===== src/rtl/uart9_pkg.sv =====
package uart9_pkg;
  // Transmitter sequencing states
  typedef enum logic [1:0] {
    ST_IDLE = 2'd0,   // line high, ready for a write
    ST_WAIT = 2'd1,   // frame latched, waiting for aligned start
    ST_SEND = 2'd2    // shifting frame bits
  } tx_state_e;
endpackage


===== src/rtl/uart9_baud.sv =====
// Free-running prescaler and sixteen-step sub-counter; flags the wrap cycle.
module uart9_baud #(
  parameter int OVS    = 16,
  parameter int DIV_LO = 2,
  parameter int DIV_HI = 4
) (
  input  logic clk,
  input  logic rst,
  input  logic rate_sel,
  output logic roll
);
  localparam int PRE_W = (DIV_HI > 1) ? $clog2(DIV_HI) : 1;
  localparam int SUB_W = (OVS > 1) ? $clog2(OVS) : 1;

  logic [PRE_W-1:0] pre_cnt;
  logic [SUB_W-1:0] sub_cnt;
  logic [PRE_W-1:0] pre_last;
  logic             tick;

  assign pre_last = rate_sel ? PRE_W'(DIV_HI - 1) : PRE_W'(DIV_LO - 1);
  assign tick     = (pre_cnt == pre_last);
  assign roll     = tick && (sub_cnt == SUB_W'(OVS - 1));

  always_ff @(posedge clk) begin
    if (rst) begin
      pre_cnt <= '0;
      sub_cnt <= '0;
    end else begin
      if (tick) begin
        pre_cnt <= '0;
        if (sub_cnt == SUB_W'(OVS - 1)) sub_cnt <= '0;
        else                            sub_cnt <= sub_cnt + 1'b1;
      end else begin
        pre_cnt <= pre_cnt + 1'b1;
      end
    end
  end
endmodule


===== src/rtl/uart9_align.sv =====
// Turns each wrap into a bit boundary a fixed number of cycles later.
module uart9_align #(
  parameter int START_DELAY = 5
) (
  input  logic clk,
  input  logic rst,
  input  logic roll,
  input  logic arm_en,
  output logic bound
);
  localparam int DLY_W = $clog2(START_DELAY + 1);

  logic [DLY_W-1:0] dly;
  logic             act;

  assign bound = act && (dly == '0);

  always_ff @(posedge clk) begin
    if (rst) begin
      dly <= '0;
      act <= 1'b0;
    end else if (roll && arm_en) begin
      act <= 1'b1;
      dly <= DLY_W'(START_DELAY - 1);
    end else if (act) begin
      if (dly == '0) act <= 1'b0;
      else           dly <= dly - 1'b1;
    end
  end
endmodule


===== src/rtl/uart9_frame.sv =====
// Frame capture, bit sequencing, line driver and completion flag.
module uart9_frame
  import uart9_pkg::*;
#(
  parameter int DATA_W = 8
) (
  input  logic              clk,
  input  logic              rst,
  input  logic              wr_stb,
  input  logic [DATA_W-1:0] wr_data,
  input  logic              wr_ninth,
  input  logic              done_clr,
  input  logic              bound,
  output logic              arm_en,
  output logic              tx_line,
  output logic              busy,
  output logic              tx_done
);
  localparam int FRAME_W = DATA_W + 3;
  localparam int IDX_W   = $clog2(FRAME_W);
  localparam int LAST    = FRAME_W - 1;

  tx_state_e          state;
  logic [FRAME_W-1:0] sh;
  logic [IDX_W-1:0]   idx;
  logic               line_q;
  logic               done_q;
  logic               set_done;

  assign arm_en  = (state != ST_IDLE);
  assign busy    = (state != ST_IDLE);
  assign tx_line = line_q;
  assign tx_done = done_q;
  assign set_done = bound && (state == ST_SEND) && (idx == IDX_W'(LAST - 1));

  always_ff @(posedge clk) begin
    if (rst) begin
      state  <= ST_IDLE;
      sh     <= '1;
      idx    <= '0;
      line_q <= 1'b1;
    end else begin
      unique case (state)
        ST_IDLE: begin
          if (wr_stb) begin
            sh    <= {1'b1, wr_ninth, wr_data, 1'b0};
            state <= ST_WAIT;
          end
        end
        ST_WAIT: begin
          if (bound) begin
            line_q <= sh[0];
            sh     <= {1'b1, sh[FRAME_W-1:1]};
            idx    <= '0;
            state  <= ST_SEND;
          end
        end
        ST_SEND: begin
          if (bound) begin
            if (idx == IDX_W'(LAST)) begin
              line_q <= 1'b1;
              state  <= ST_IDLE;
            end else begin
              line_q <= sh[0];
              sh     <= {1'b1, sh[FRAME_W-1:1]};
              idx    <= idx + 1'b1;
            end
          end
        end
        default: state <= ST_IDLE;
      endcase
    end
  end

  always_ff @(posedge clk) begin
    if (rst)           done_q <= 1'b0;
    else if (set_done) done_q <= 1'b1;
    else if (done_clr) done_q <= 1'b0;
  end
endmodule


===== src/rtl/uart9_tx.sv =====
// Nine-bit asynchronous transmitter top level.
module uart9_tx #(
  parameter int DATA_W      = 8,
  parameter int OVS         = 16,
  parameter int DIV_LO      = 2,
  parameter int DIV_HI      = 4,
  parameter int START_DELAY = 5
) (
  input  logic              clk,
  input  logic              rst,
  input  logic              rate_sel,
  input  logic              wr_stb,
  input  logic [DATA_W-1:0] wr_data,
  input  logic              wr_ninth,
  input  logic              done_clr,
  output logic              tx_line,
  output logic              busy,
  output logic              tx_done
);
  logic roll;
  logic bound;
  logic arm_en;

  uart9_baud #(.OVS(OVS), .DIV_LO(DIV_LO), .DIV_HI(DIV_HI)) baud_i (
    .clk(clk), .rst(rst), .rate_sel(rate_sel), .roll(roll)
  );

  uart9_align #(.START_DELAY(START_DELAY)) align_i (
    .clk(clk), .rst(rst), .roll(roll), .arm_en(arm_en), .bound(bound)
  );

  uart9_frame #(.DATA_W(DATA_W)) frame_i (
    .clk(clk), .rst(rst), .wr_stb(wr_stb), .wr_data(wr_data),
    .wr_ninth(wr_ninth), .done_clr(done_clr), .bound(bound),
    .arm_en(arm_en), .tx_line(tx_line), .busy(busy), .tx_done(tx_done)
  );
endmodule


===== config.mk =====
export PLATFORM = sky130hd
export DESIGN_NAME = uart9_tx
export DESIGN_NICKNAME = d
export VERILOG_FILES = /design/src/rtl/uart9_pkg.sv /design/src/rtl/uart9_baud.sv /design/src/rtl/uart9_align.sv /design/src/rtl/uart9_frame.sv /design/src/rtl/uart9_tx.sv
export SDC_FILE = /design/constraint.sdc
export NUM_CORES = 1
export LEC_CHECK = 0
export ABC_AREA = 1
export BUFFER_PORTS_ARGS = -buffer_cell sky130_fd_sc_hd__buf_2
export CAP_MARGIN = 5
export CELL_PAD_IN_SITES_DETAIL_PLACEMENT = 1
export CELL_PAD_IN_SITES_GLOBAL_PLACEMENT = 1
export CORE_ASPECT_RATIO = 1.1
export CORE_MARGIN = 3
export CORE_UTILIZATION = 41
export DETAILED_ROUTE_END_ITERATION = 12
export GPL_TIMING_DRIVEN = 0
export PLACE_DENSITY_LB_ADDON = 0.1
export SLEW_MARGIN = 20
export SYNTH_ARGS = -nofsm -noshare
export SYNTH_HDL_FRONTEND = slang
export SYNTH_SLANG_ARGS = --single-unit

===== constraint.sdc =====
create_clock -name clk -period 1.6 [get_ports clk]
set_input_delay 0.32 -clock clk [delete_from_list [all_inputs] [get_ports clk]]
set_output_delay 0.32 -clock clk [all_outputs]
set_load 0.02 [all_outputs]

=== Word-level counts from Yosys, hierarchy flattened ===
Cells that the tools add are included.

* Register bits: 29
* Word-level logic and storage cells: 75
* Bits of input ports: 14

* Reduce and logical (&&, ||, !) cells: 20
* Add/subtract/negate cells: 4
* Eq/ne operators: 12
* Bitwise operators: 1
* Mux-type cells: 28

{| class="wikitable"
|+ Operator list
! cell !! count
|-
| two-way mux 11 bit || 4
|-
| case mux 11 bit (3 select lines) || 1
|-
| two-way mux 4 bit || 4
|-
| == test 4 bit, second input constant || 3
|-
| two-way mux 2 bit || 5
|-
| two-way mux 3 bit || 3
|-
| adder 4 x 1 -> 4 bit, second input constant || 2
|-
| two-way mux 1 bit || 8
|-
| != test 2 bit, second input constant || 4
|-
| case mux 4 bit (2 select lines) || 1
|-
| AND reduction 4 bit || 2
|-
| nonzero test 2 bit || 4
|-
| case mux 2 bit (3 select lines) || 1
|-
| logical AND 1 bit || 5
|-
| AND reduction 5 bit || 1
|-
| != test 2 x 1 -> 1 bit, second input constant || 2
|-
| AND reduction 2 bit || 2
|-
| OR reduction 2 bit || 2
|-
| logical NOT 3 bit || 1
|-
| AND reduction 3 bit || 1
|-
| nonzero test 3 bit || 1
|-
| subtractor 3 x 1 -> 3 bit, second input constant || 1
|-
| adder 2 x 1 -> 2 bit, second input constant || 1
|-
| == test 2 x 1 -> 1 bit, second input constant || 1
|-
| other kinds (5) || 5
|}

=== Longest topological paths before layout ===
Gate-level depths: netlist of the first run.

* Depth in word-level cells: 6
* Depth in mapped cells: 9
* Depth with buffers taken out: 9

=== By module ===
A second synthesis of the first run with hierarchy kept.

* Cell total of the unflattened synthesis: 225
* Area total of the unflattened synthesis: 1649.1 sq um

{| class="wikitable"
|+ Modules (own cells, without submodules)
! module !! cells an instance !! area each (sq um) !! instances !! sequential area each (sq um)
|-
| uart9_frame || 150 || 1109.8 || 1 || 360.3
|-
| uart9_baud || 43 || 309.0 || 1 || 120.1
|-
| uart9_align || 32 || 230.2 || 1 || 80.1
|}

=== Worst setup path before layout of the first run ===
No wires, ideal clock.

* Path type: reg2reg
* From: register frame_i.state[0]
* To: register frame_i.sh[0]
* Setup slack: 0.176 ns
* Arrival time: 1.294 ns
* Data required time: 1.470 ns
* Stages on the path, launching flop included: 9
* Period minus slack after synthesis: 1.424 ns
* Path buffers: 1
* Cells stage by stage: dfxtp_1 -> inv_1 -> ha_1 -> inv_1 -> or2_2 -> nand2_4 -> buf_6 -> o21ai_1 -> nand3_1

* Word-level cells in the longest chain between the ends: 3
* Elaborated cells on any way between the ends: 10

{| class="wikitable"
|+ Ends and longest elaborated chain
! item !! line !! RTL
|-
| start, declared || uart9_frame.sv:23 || <nowiki>tx_state_e state;</nowiki>
|-
| start signal, assigned || uart9_frame.sv:38 || <nowiki>state <= ST_IDLE;</nowiki>
|-
| start signal, assigned || uart9_frame.sv:47 || <nowiki>state <= ST_WAIT;</nowiki>
|-
| start signal, assigned || uart9_frame.sv:55 || <nowiki>state <= ST_SEND;</nowiki>
|-
| == test 2 bit (tied with other cells) || uart9_frame.sv:43 || <nowiki>unique case (state)</nowiki>
|-
| != test 2 bit (no source line) (tied with other cells) || - ||
|-
| AND reduction 5 bit (no source line) || - ||
|-
| end signal, assigned || uart9_frame.sv:46 || <nowiki>sh <= {1'b1, wr_ninth, wr_data, 1'b0};</nowiki>
|-
| end signal, assigned || uart9_frame.sv:53 || <nowiki>sh <= {1'b1, sh[FRAME_W-1:1]};</nowiki>
|-
| end signal, assigned || uart9_frame.sv:65 || <nowiki>sh <= {1'b1, sh[FRAME_W-1:1]};</nowiki>
|-
| end, declared || uart9_frame.sv:24 || <nowiki>logic [FRAME_W-1:0] sh;</nowiki>
|}

Parallel ways exist; a longest one is shown, timed or not.
A chain may end at the register's enable or synchronous reset.

=== Final worst setup path of the first run ===
* From: register frame_i.state[1]
* To: output port busy

* Word-level cells in the longest chain between the ends: 1

{| class="wikitable"
|+ Ends and longest elaborated chain
! item !! line !! RTL
|-
| nonzero test 2 bit || uart9_frame.sv:31 || <nowiki>assign busy = (state != ST_IDLE);</nowiki>
|-
| end, declared || uart9_tx.sv:17 || <nowiki>output logic busy,</nowiki>
|}

No other way between the ends.

==> results of run 1 <==
## critical path: stages, from the launching register on
cell and delay, ns:
dfxtp_4 0.40, inv_2 0.06, ha_1 0.20, inv_2 0.07, buf_4 0.13
## per-stage QoR
stage | total power [W] | setup slack (ns) | hold slack (ns) | util (%)
2_1_floorplan | 0.00179 | 0.176 | 0.433 | -
3_3_place_gp | 0.00200 | 0.0481 | 0.443 | 48.4
3_5_place_dp | 0.00208 | -0.0230 | 0.451 | 48.4
4_1_cts | 0.00250 | 0.00312 | 0.203 | 49.9
5_1_grt | 0.00281 | -0.00211 | 0.204 | 51.0
6_report | 0.00257 | 0.0738 | 0.205 | 51.0
## power by group through the flow
stage | Sequential, W | Clock (W) | Combinational (W)
3_5_place_dp | 0.000922 | 0 | 0.00116
5_1_grt | 0.000941 | 0.000415 | 0.00146
4_1_cts | 0.000911 | 0.000376 | 0.00121
2_1_floorplan | 0.000899 | 0 | 0.000895
6_report | 0.000921 | 0.000368 | 0.00128
3_3_place_gp | 0.000910 | 0 | 0.00109
## what timing repair did
| item | CTS | global route |
|---|---|---|
| pin swaps | 1 | 2 |
| cloned | 1 | 0 |
| endpoints found under the setup margin | 11 | 13 |
| buffers inserted | 0 | 1 |
| gates resized for setup | 4 | 12 |
## Yosys cell counts
library cell  instances
o21bai_1              2
clkbuf_1              2
nand2_4               3
nand3_2               1
nand4_4               1
dfxtp_1              28
or2_0                 1
buf_6                 2
nand4_1               5
nor2_1               17
nor2_4                1
xnor2_1               2
inv_1                23
inv_2                 2
or2_2                 3
nand2_2               1
o21ai_0               2
a21oi_1              12
ha_1                 11
buf_2                 1
nand2_1              67
nand3_1              19
o21ai_1              10
nor3_1                2
## routing by layer
metal / global-route usage, % / vias to the layer above / routed length, um
li1: - / 738 / -
met1: 21.8 / 700 / 1610
met2: 34.3 / 17 / 2000
met3: 3.22 / 9 / 87
met4: 6.34 / 0 / 79
met5: 0 / - / 0
## state kept, by name, indices dropped and copies added (netlist names)
register,flops
baud_i.pre_cnt,2
frame_i.sh,10
frame_i.tx_done,1
align_i.act,1
frame_i.idx,4
frame_i.tx_line,1
baud_i.sub_cnt,4
frame_i.state,2
align_i.dly,3
## kinds of logic after synthesis
group | after synthesis | synth area share [%]
simple gates | 121 | 36.3
xor+xnor | 2 | 1.14
compound gates | 26 | 8.78
fa+ha+maj | 11 | 8.94
flops | 28 | 36.4
buf+inv | 30 | 8.37
## area by class of cell
cell class | count | area [um^2]
Buffer | 5 | 41.3
Clock buffer | 4 | 36.3
Fill cell | 478 | 1700
Inverter | 25 | 93.8
Multi-Input combinational cell | 161 | 880
Sequential cell | 28 | 567
Tap cell | 48 | 60.1
Timing Repair Buffer | 17 | 90.1
## placed cells by master (no fill, tap or decap), types with 2 or more instances in the layout
| cell | netlist | layout |
|---|---|---|
| inv_1 | 23 | 19 |
| dfxtp_1 | 28 | 25 |
| inv_2 | 2 | 6 |
| nand4_1 | 5 | 5 |
| nor2_1 | 17 | 17 |
| buf_2 | 1 | 15 |
| a21oi_1 | 12 | 12 |
| dfxtp_2 | 0 | 2 |
| o21bai_1 | 2 | 2 |
| o21ai_2 | 0 | 3 |
| ha_1 | 11 | 10 |
| nand2_4 | 3 | 3 |
| o21ai_0 | 2 | 2 |
| nor3_1 | 2 | 2 |
| nand3_1 | 19 | 19 |
| nand2_1 | 67 | 67 |
| or2_2 | 3 | 3 |
| xnor2_1 | 2 | 2 |
| clkbuf_1 | 2 | 2 |
| o21ai_1 | 10 | 7 |
| clkbuf_4 | 0 | 4 |
| buf_4 | 0 | 2 |
## how the worst min path moves through the flow
stage	end	start	cells past startpoint	slack, ns
floorplan	frame_i.sh[1]$_SDFFE_PP1P_	frame_i.sh[1]$_SDFFE_PP1P_	2	0.43
global route	frame_i.tx_done$_SDFFE_PP0P_	done_clr	4	0.20
finish	frame_i.tx_done$_SDFFE_PP0P_	done_clr	4	0.20
CTS	frame_i.tx_done$_SDFFE_PP0P_	done_clr	4	0.20
global placement	frame_i.sh[2]$_SDFFE_PP1P_	frame_i.sh[2]$_SDFFE_PP1P_	2	0.44
detailed placement	frame_i.sh[6]$_SDFFE_PP1P_	frame_i.sh[6]$_SDFFE_PP1P_	2	0.45
==> qor.yml, run 1 <==
synthesis:
  synth_cell_type_count: 24
  synthesis.nets: 243
  synth_largest_area_cell: "dfxtp_1"
  synth_area_per_cell_um2: 7.06
  yosysSeqAreaShare_pct: 36.4
  yosysWarnings: 0
  netlist_instances: 218
  ys_seq_elements: 28
  synth_top_area_share_pct: 36.4
  synth_area_um2: 1540
  synth_area_leaders: "dfxtp_1 (36%), nand2_1 (16%), ha_1 (8.9%)"
route:
  totalWireLength_um: 3780
  drt-wirelength-per-cell_um: 13.1
  vias: 1464
  firstDrtPassIters: 4
  drt-initial-drc-count: 63
  drc: 0
  antenna_left: 0
  vias_per_cell: 5.08
global_routing:
  grtUsageTotal_pct: 18.8
  grt_pass1_vias: 1562
  grt_antenna_before_repair: 0
  grt_first_pass_wirelength_um: 6840
  grt_max_degree: 16
  grt-ovfl-total: 0
critical_path:
  startpoint: "frame_i.state[1]$_SDFFE_PP0P_"
  path_max_fanout: 4
  start_kind: "register"
  ff2ff_setup_slack_ns: 0.11
  endpoint: "busy"
  required_ns: 1.28
  reg2reg_depth: 9
  worstReg2RegEnd: "frame_i.sh[2]$_SDFFE_PP1P_"
  crit_path_end_kind: "output port"
  r2r-start: "frame_i.state[0]$_SDFFE_PP0P_"
  crit_type: "register to output port"
  critPathArrivalTime_ns: 1.21
cts:
  clockBufferDepth: 2
  clk_pin_slew_worst_paths_ns: 0.16
  cts_buffers: 3
  cts_tree: "done"
  cts-root-buf: "clkbuf_4"
  cts_hold_buf: 0
  cts_sinks: 28
  cts_max_level: 1
  clock_latency_ns: 0.34
status:
  status: "completed"
placed_design:
  post_dp_cell_area_um2: 1680
  hpwl_um: 2830
  gp_congestion: 0.827
  placedCellCount: 282
  numPortBuffers: 16
power_and_ir_drop:
  p_leak_nw: 0.808
  p_clk_share_pct: 14.3
  p_int_w: 0.00146
  power_frac_seq_pct: 35.9
  p_sw_w: 0.00111
  swShare_pct: 43.3
  pwr-share-comb_pct: 49.8
  p_per_area_nw_per_um2: 1450
  max-vdd-ir-drop_v: 0.000692
sta:
  setup_viol: 0
  final.period_utilization_pct: 95.4
  max_freq_mhz: 655
  relSlewSlack_pct: 62.2
  rsz0062_at_grt: "true"
  worst_pin_slew_ns: 0.567
  report.final.slew_viol_count: 0
  fin_crit_ns: 1.53
  tns_ns: 0
  hold_violations: 0
  skew_ns: 0.00740
finish:
  drive_gt1_share_pct: 20.0
  stdcell_area_um2: 1770
  finalNonFillerCells: 288
  nNetsFinal: 266
  diodes: 0
  syn_to_final_growth_pct: 14.9
die:
  io_pins: 17
  start_util_pct: 44.4
  coreArea_um2: 3470
  die-area_um2: 4530
  die_height_um: 70.3
  core.rowCount: 22
  die_w_um: 64.4
run:
  timing.max_cap.violations: 0
hold_path:
  hp-class: "primary input to register"
No activity file was read; power rests on OpenSTA's default activity.
==> inputs of run 2 (changes only) <==
--- a/config.mk
+++ b/config.mk
@@ -15,7 +15,7 @@
 export CORE_UTILIZATION = 41
 export DETAILED_ROUTE_END_ITERATION = 12
 export GPL_TIMING_DRIVEN = 0
-export PLACE_DENSITY_LB_ADDON = 0.1
+export PLACE_DENSITY = 0.8
 export SLEW_MARGIN = 20
 export SYNTH_ARGS = -nofsm -noshare
 export SYNTH_HDL_FRONTEND = slang
==> qor.yml, run 2 (same netlist as run 1, synthesis figures left out) <==
route:
  antenna_left: 0  # unchanged
  firstDrtPassIters: 2  # -2
  drc: 0  # unchanged
  drt-initial-drc-count: 18  # -71%
  vias: 1417  # -3.2%
  vias_per_cell: 4.90  # -3.5%
  totalWireLength_um: 3440  # -8.9%
  drt-wirelength-per-cell_um: 11.9  # -9.2%
die:
  die-area_um2: 4530  # unchanged
  coreArea_um2: 3470  # unchanged
  die_height_um: 70.3  # unchanged
  io_pins: 17  # unchanged
  core.rowCount: 22  # unchanged
  die_w_um: 64.4  # unchanged
  start_util_pct: 44.4  # unchanged
sta:
  max_freq_mhz: 660  # +0.80%
  setup_ws_ns: 0.0860  # +0.0122 ns
  worst_pin_slew_ns: 0.492  # -0.0751 ns
  relSlewSlack_pct: 67.2  # +5.0 points
  tns_ns: 0  # unchanged
  fin_crit_ns: 1.51  # -0.0122 ns
  hold_violations: 0  # unchanged
  report.final.slew_viol_count: 0  # unchanged
  skew_ns: 0.0105  # +0.00314 ns
  setup_viol: 0  # unchanged
  final.period_utilization_pct: 94.6  # -0.76 points
status:
  status: "completed"
critical_path:
  critical-path-slowest-cell: "dfxtp_2"
  crit_chain: "inv_4 -> ha_1 -> inv_1 -> buf_4"
  required_ns: 1.28  # about the same
  crit_type: "register to output port"
  crit_path_max_incr_delay_ns: 0.39  # about the same
  reg2reg_depth: 9  # unchanged
  start_kind: "register"
  critPathArrivalTime_ns: 1.19  # -0.02 ns
  path_max_fanout: 4  # unchanged
  crit_path_end_kind: "output port"
power_and_ir_drop:
  swShare_pct: 41.9  # -1.4 points
  power_frac_seq_pct: 36.3  # +0.4 points
  p_per_area_nw_per_um2: 1430  # -1.3%
  pwr-share-comb_pct: 49.7  # about the same
  max-vdd-ir-drop_v: 0.000593  # -14%
  p_int_w: 0.00146  # +0.38%
  power_w: 0.00252  # -2.0%
  p_clk_share_pct: 14.0  # -0.3 points
  p_sw_w: 0.00106  # -5.0%
  p_leak_nw: 0.814  # +0.69%
cts:
  cts_tree: "done"
  clk_pin_slew_worst_paths_ns: 0.15  # about the same
  cts_sinks: 28  # unchanged
  cts-root-buf: "clkbuf_4"
  clock_latency_ns: 0.34  # about the same
  clockBufferDepth: 2  # unchanged
  cts_buffers: 3  # unchanged
  cts_max_level: 1  # unchanged
finish:
  reg_top3: "frame_i.sh x10, baud_i.sub_cnt x4, frame_i.idx x4"
  syn_to_final_growth_pct: 14.1
  final_common_cell: "nand2_1"
  largest_reg_flops: 10  # unchanged
  nNetsFinal: 267  # +0.38%
  diodes: 0  # unchanged
  largest-register: "frame_i.sh"
  drive_gt1_share_pct: 18.7  # -1.3 points
  most-common-layout-cells: "nand2_1 (67), dfxtp_1 (25), inv_1 (21)"
placed_design:
  gp_congestion: 0.764  # -7.6%
  numPortBuffers: 16  # unchanged
  preCtsSetupSlack_ns: -0.0567  # -0.0337 ns
  hpwl_um: 2580  # -8.9%
run:
  timing.max_cap.violations: 0  # unchanged
global_routing:
  grtUsageTotal_pct: 17.3  # -1.5 points
  grt_pass1_vias: 1499  # -4.0%
  grt_first_pass_wirelength_um: 6280  # -8.2%
  grt_max_degree: 16  # unchanged
  grt_antenna_before_repair: 0  # unchanged
  grt-ovfl-total: 0  # unchanged
hold_path:
  hp-class: "primary input to register"
  min_path_cells: 4  # unchanged
run 2: cell type report:
class / instances / area, um^2
Fill cell: 471 / 1710
Multi-Input combinational cell: 160 / 856
Sequential cell: 28 / 564
Timing Repair Buffer: 19 / 109
Inverter: 25 / 96.3
Tap cell: 48 / 60.1
Clock buffer: 4 / 36.3
Buffer: 5 / 35.0
run 2: critical path: cells and delay by family, from the launching register on:
family     cells  cell delay [ns]
flops          1             0.39
buf+inv        3             0.27
fa+ha+maj      1             0.19
run 2: power by group through the flow:
stage                     Sequential, W  Combinational [W]  Clock, W
after floorplan                0.000899           0.000895         0
after global routing           0.000933            0.00145  0.000398
final                          0.000915            0.00125  0.000351
after detailed placement       0.000919            0.00114         0
after global placement         0.000913            0.00112         0
after CTS                      0.000903            0.00123  0.000367
run 2: worst paths after layout:
| path | from | to | slack (ns) |
|---|---|---|---|
| max | frame_i.state[0]$_SDFFE_PP0P_ | busy | 0.09 |
| min | done_clr | frame_i.tx_done$_SDFFE_PP0P_ | 0.25 |
| min reg2reg | align_i.dly[0]$_SDFFE_PP0P_ | align_i.dly[0]$_SDFFE_PP0P_ | 0.48 |
| max reg2reg | frame_i.state[0]$_SDFFE_PP0P_ | frame_i.sh[9]$_SDFFE_PP1P_ | 0.11 |
run 2: repair_timing:
action,4_1_cts,5_1_grt
hold buffers,0,0
pin swaps,1,0
hold endpoints to repair,0,0
resized for setup,2,8
endpoints found under the setup margin,11,13
buffers inserted,3,0
run 2: per-stage QoR:
| stage | instance area [um^2] | std cells | hold WS, ns | util [%] |
|---|---|---|---|---|
| global route | 1760 | 289 | 0.252 | 50.6 |
| global placement | 1680 | 282 | 0.446 | 48.4 |
| finish | 1760 | 289 | 0.249 | 50.6 |
| floorplan | 1540 | 218 | 0.433 | - |
| CTS | 1740 | 289 | 0.248 | 50.2 |
| detailed placement | 1680 | 282 | 0.452 | 48.4 |
run 2: per-layer routing:
layer	routed length (um)	track usage, %	vias to the layer above
li1	-	-	740
met1	1540	20.3	658
met2	1760	30.6	13
met3	67	2.89	6
met4	70	7.04	0
met5	0	0	-
==> inputs of run 3 (changes only) <==
--- a/config.mk
+++ b/config.mk
@@ -10,7 +10,7 @@
 export CAP_MARGIN = 5
 export CELL_PAD_IN_SITES_DETAIL_PLACEMENT = 1
 export CELL_PAD_IN_SITES_GLOBAL_PLACEMENT = 1
-export CORE_ASPECT_RATIO = 1.1
+export CORE_ASPECT_RATIO = 0.8
 export CORE_MARGIN = 3
 export CORE_UTILIZATION = 41
 export DETAILED_ROUTE_END_ITERATION = 12
==> qor.yml, run 3 (same netlist as run 1, synthesis figures left out) <==
status:
  status: "completed"
critical_path:
  crit_path_end_kind: "register"
  crit_path_max_incr_delay_ns: 0.37  # -0.02 ns
  cp_num_buf_inv: 3  # unchanged
  crit_chain: "inv_2 -> ha_4 -> inv_2 -> nand2_2 -> nand2_4 -> nand2_4 -> buf_6 -> o21ai_1 -> nand3_1"
  crit_type: "register to register"
  path_max_fanout: 10  # +6
  cp_top_family: "flip-flops"
  startpoint: "frame_i.state[0]$_SDFFE_PP0P_"
  start_kind: "register"
  critPathArrivalTime_ns: 1.62  # +0.43 ns
  r2r-start: "frame_i.state[0]$_SDFFE_PP0P_"
  required_ns: 1.75  # +0.47 ns
  critical-path-slowest-cell: "dfxtp_2"
power_and_ir_drop:
  p_leak_nw: 0.799  # -1.9%
  power_w: 0.00248  # -1.4%
  p_per_area_nw_per_um2: 1430  # -0.37%
  max-vdd-ir-drop_v: 0.000870  # +47%
global_routing:
  grt-ovfl-total: 0  # unchanged
  grtUsageTotal_pct: 17.2  # -0.077 points
  grt_pass1_vias: 1369  # -8.7%
  grt_first_pass_wirelength_um: 6020  # -4.2%
  grt_max_degree: 15  # -1
  grt_antenna_before_repair: 0  # unchanged
finish:
  largest_reg_flops: 10  # unchanged
  largest-register: "frame_i.sh"
  syn_to_final_growth_pct: 12.9
  stdcell_area_um2: 1740  # -1.1%
  final_common_cell: "nand2_1"
  nNetsFinal: 264  # -1.1%
  reg_top3: "frame_i.sh x10, baud_i.sub_cnt x4, frame_i.idx x4"
  multiInputGateArea_um2: 868  # +1.5%
  drive_gt1_share_pct: 17.7  # -0.95 points
  finalNonFillerCells: 279  # -3.5%
  nFillCells: 475  # +0.85%
  seqCellArea_um2: 564  # unchanged
  diodes: 0  # unchanged
  most-common-layout-cells: "nand2_1 (67), dfxtp_1 (25), inv_1 (21)"
run:
  timing.max_cap.violations: 0  # unchanged
placed_design:
  hpwl_um: 2690  # +4.3%
  post_dp_cell_area_um2: 1670  # -0.45%
  gp_congestion: 0.749  # -1.9%
  placedCellCount: 276  # -2.1%
  numPortBuffers: 16  # unchanged
die:
  coreArea_um2: 3520  # +1.4%
  start_util_pct: 43.7  # -0.63 points
  die_height_um: 60.8  # -13%
  core.rowCount: 19  # -14%
  die_w_um: 74.5  # +16%
  io_pins: 17  # unchanged
  die-area_um2: 4530  # about the same
route:
  firstDrtPassIters: 4  # +2
  antenna_left: 0  # unchanged
  drt-wirelength-per-cell_um: 12.4  # +4.4%
  drt-initial-drc-count: 56  # +38
  totalWireLength_um: 3470  # +0.81%
  vias_per_cell: 4.94  # +0.73%
  drc: 0  # unchanged
  vias: 1378  # -2.8%
sta:
  final.period_utilization_pct: 92.1  # -2.5 points
  worst_pin_slew_ns: 0.503  # +0.0110 ns
  fin_crit_ns: 1.47  # -0.0403 ns
  whs_ns: 0.282  # +0.0329 ns
  setup_viol: 0  # unchanged
  report.final.slew_viol_count: 0  # unchanged
  max_freq_mhz: 679  # +2.7%
  skew_ns: 0.0106  # +0.0000507 ns
  rsz0062_at_grt: "false"
  relSlewSlack_pct: 66.5  # -0.74 points
  hold_violations: 0  # unchanged
cts:
  cts-root-buf: "clkbuf_8"
  clk_pin_slew_worst_paths_ns: 0.10  # -0.05 ns
  cts_resized: 2  # unchanged
  cts_sinks: 28  # unchanged
  cts_tree: "done"
  cts_buffers: 3  # unchanged
  postCtsSetupRepairBufs: 0  # -3
  cts_max_level: 1  # unchanged
  clock_latency_ns: 0.27  # -0.07 ns
  clockBufferDepth: 2  # unchanged
  cts_hold_buf: 0  # unchanged
hold_path:
  min_from: "done_clr"
  hp-class: "primary input to register"
## run 3: worst reg2reg max path: stages (launching register included)
cell and delay [ns]:
dfxtp_2 0.37, inv_2 0.07, ha_4 0.19, inv_2 0.09
nand2_2 0.08, nand2_4 0.11, nand2_4 0.07, buf_6 0.14
o21ai_1 0.14, nand3_1 0.10
## run 3: final timing paths
check	to	slack, ns	cells after the start
worst min register to register	frame_i.tx_done$_SDFFE_PP0P_	0.47	2
worst max-delay path	frame_i.sh[9]$_SDFFE_PP1P_	0.13	9
worst max register to register	frame_i.sh[9]$_SDFFE_PP1P_	0.13	9
worst min-delay path	frame_i.tx_done$_SDFFE_PP0P_	0.28	4
## run 3: area by class of cell
| type | instances | share of cell area, % |
|---|---|---|
| repair buffers | 16 | 4.61 |
| inverters | 25 | 5.40 |
| multi-input cells | 160 | 50.0 |
| clock buffers | 3 | 2.38 |
| well taps | 42 | 3.02 |
| flip-flops and latches | 28 | 32.5 |
| plain buffers | 5 | 2.16 |
## run 3: power by group
part / switching (W) / total (W) / internal (W) / leakage, nW
Clock: 0.000213 / 0.000382 / 0.000169 / 0.0216
Combinational: 0.000748 / 0.00118 / 0.000435 / 0.547
Sequential: 0.0000854 / 0.000919 / 0.000833 / 0.231
Total: 0.00105 / 0.00248 / 0.00144 / 0.799
## run 3: per-stage QoR
stage / utilization [%] / TNS (ns) / worst slack [ns]
floorplan: - / 0 / 0.176
global placement: 47.5 / -0.000303 / -0.000303
detailed placement: 47.5 / -0.491 / -0.0797
CTS: 48.8 / 0 / 0.0352
global route: 49.4 / 0 / 0.0234
finish: 49.4 / 0 / 0.126
## run 3: routing by layer
metal  share of wire, %  GRT usage, %  vias up
li1                   -             -      736
met1                 50          22.5      628
met2                 47          29.5       12
met3                2.2          3.48        2
met4               0.49          3.81        0
met5                  0             0        -
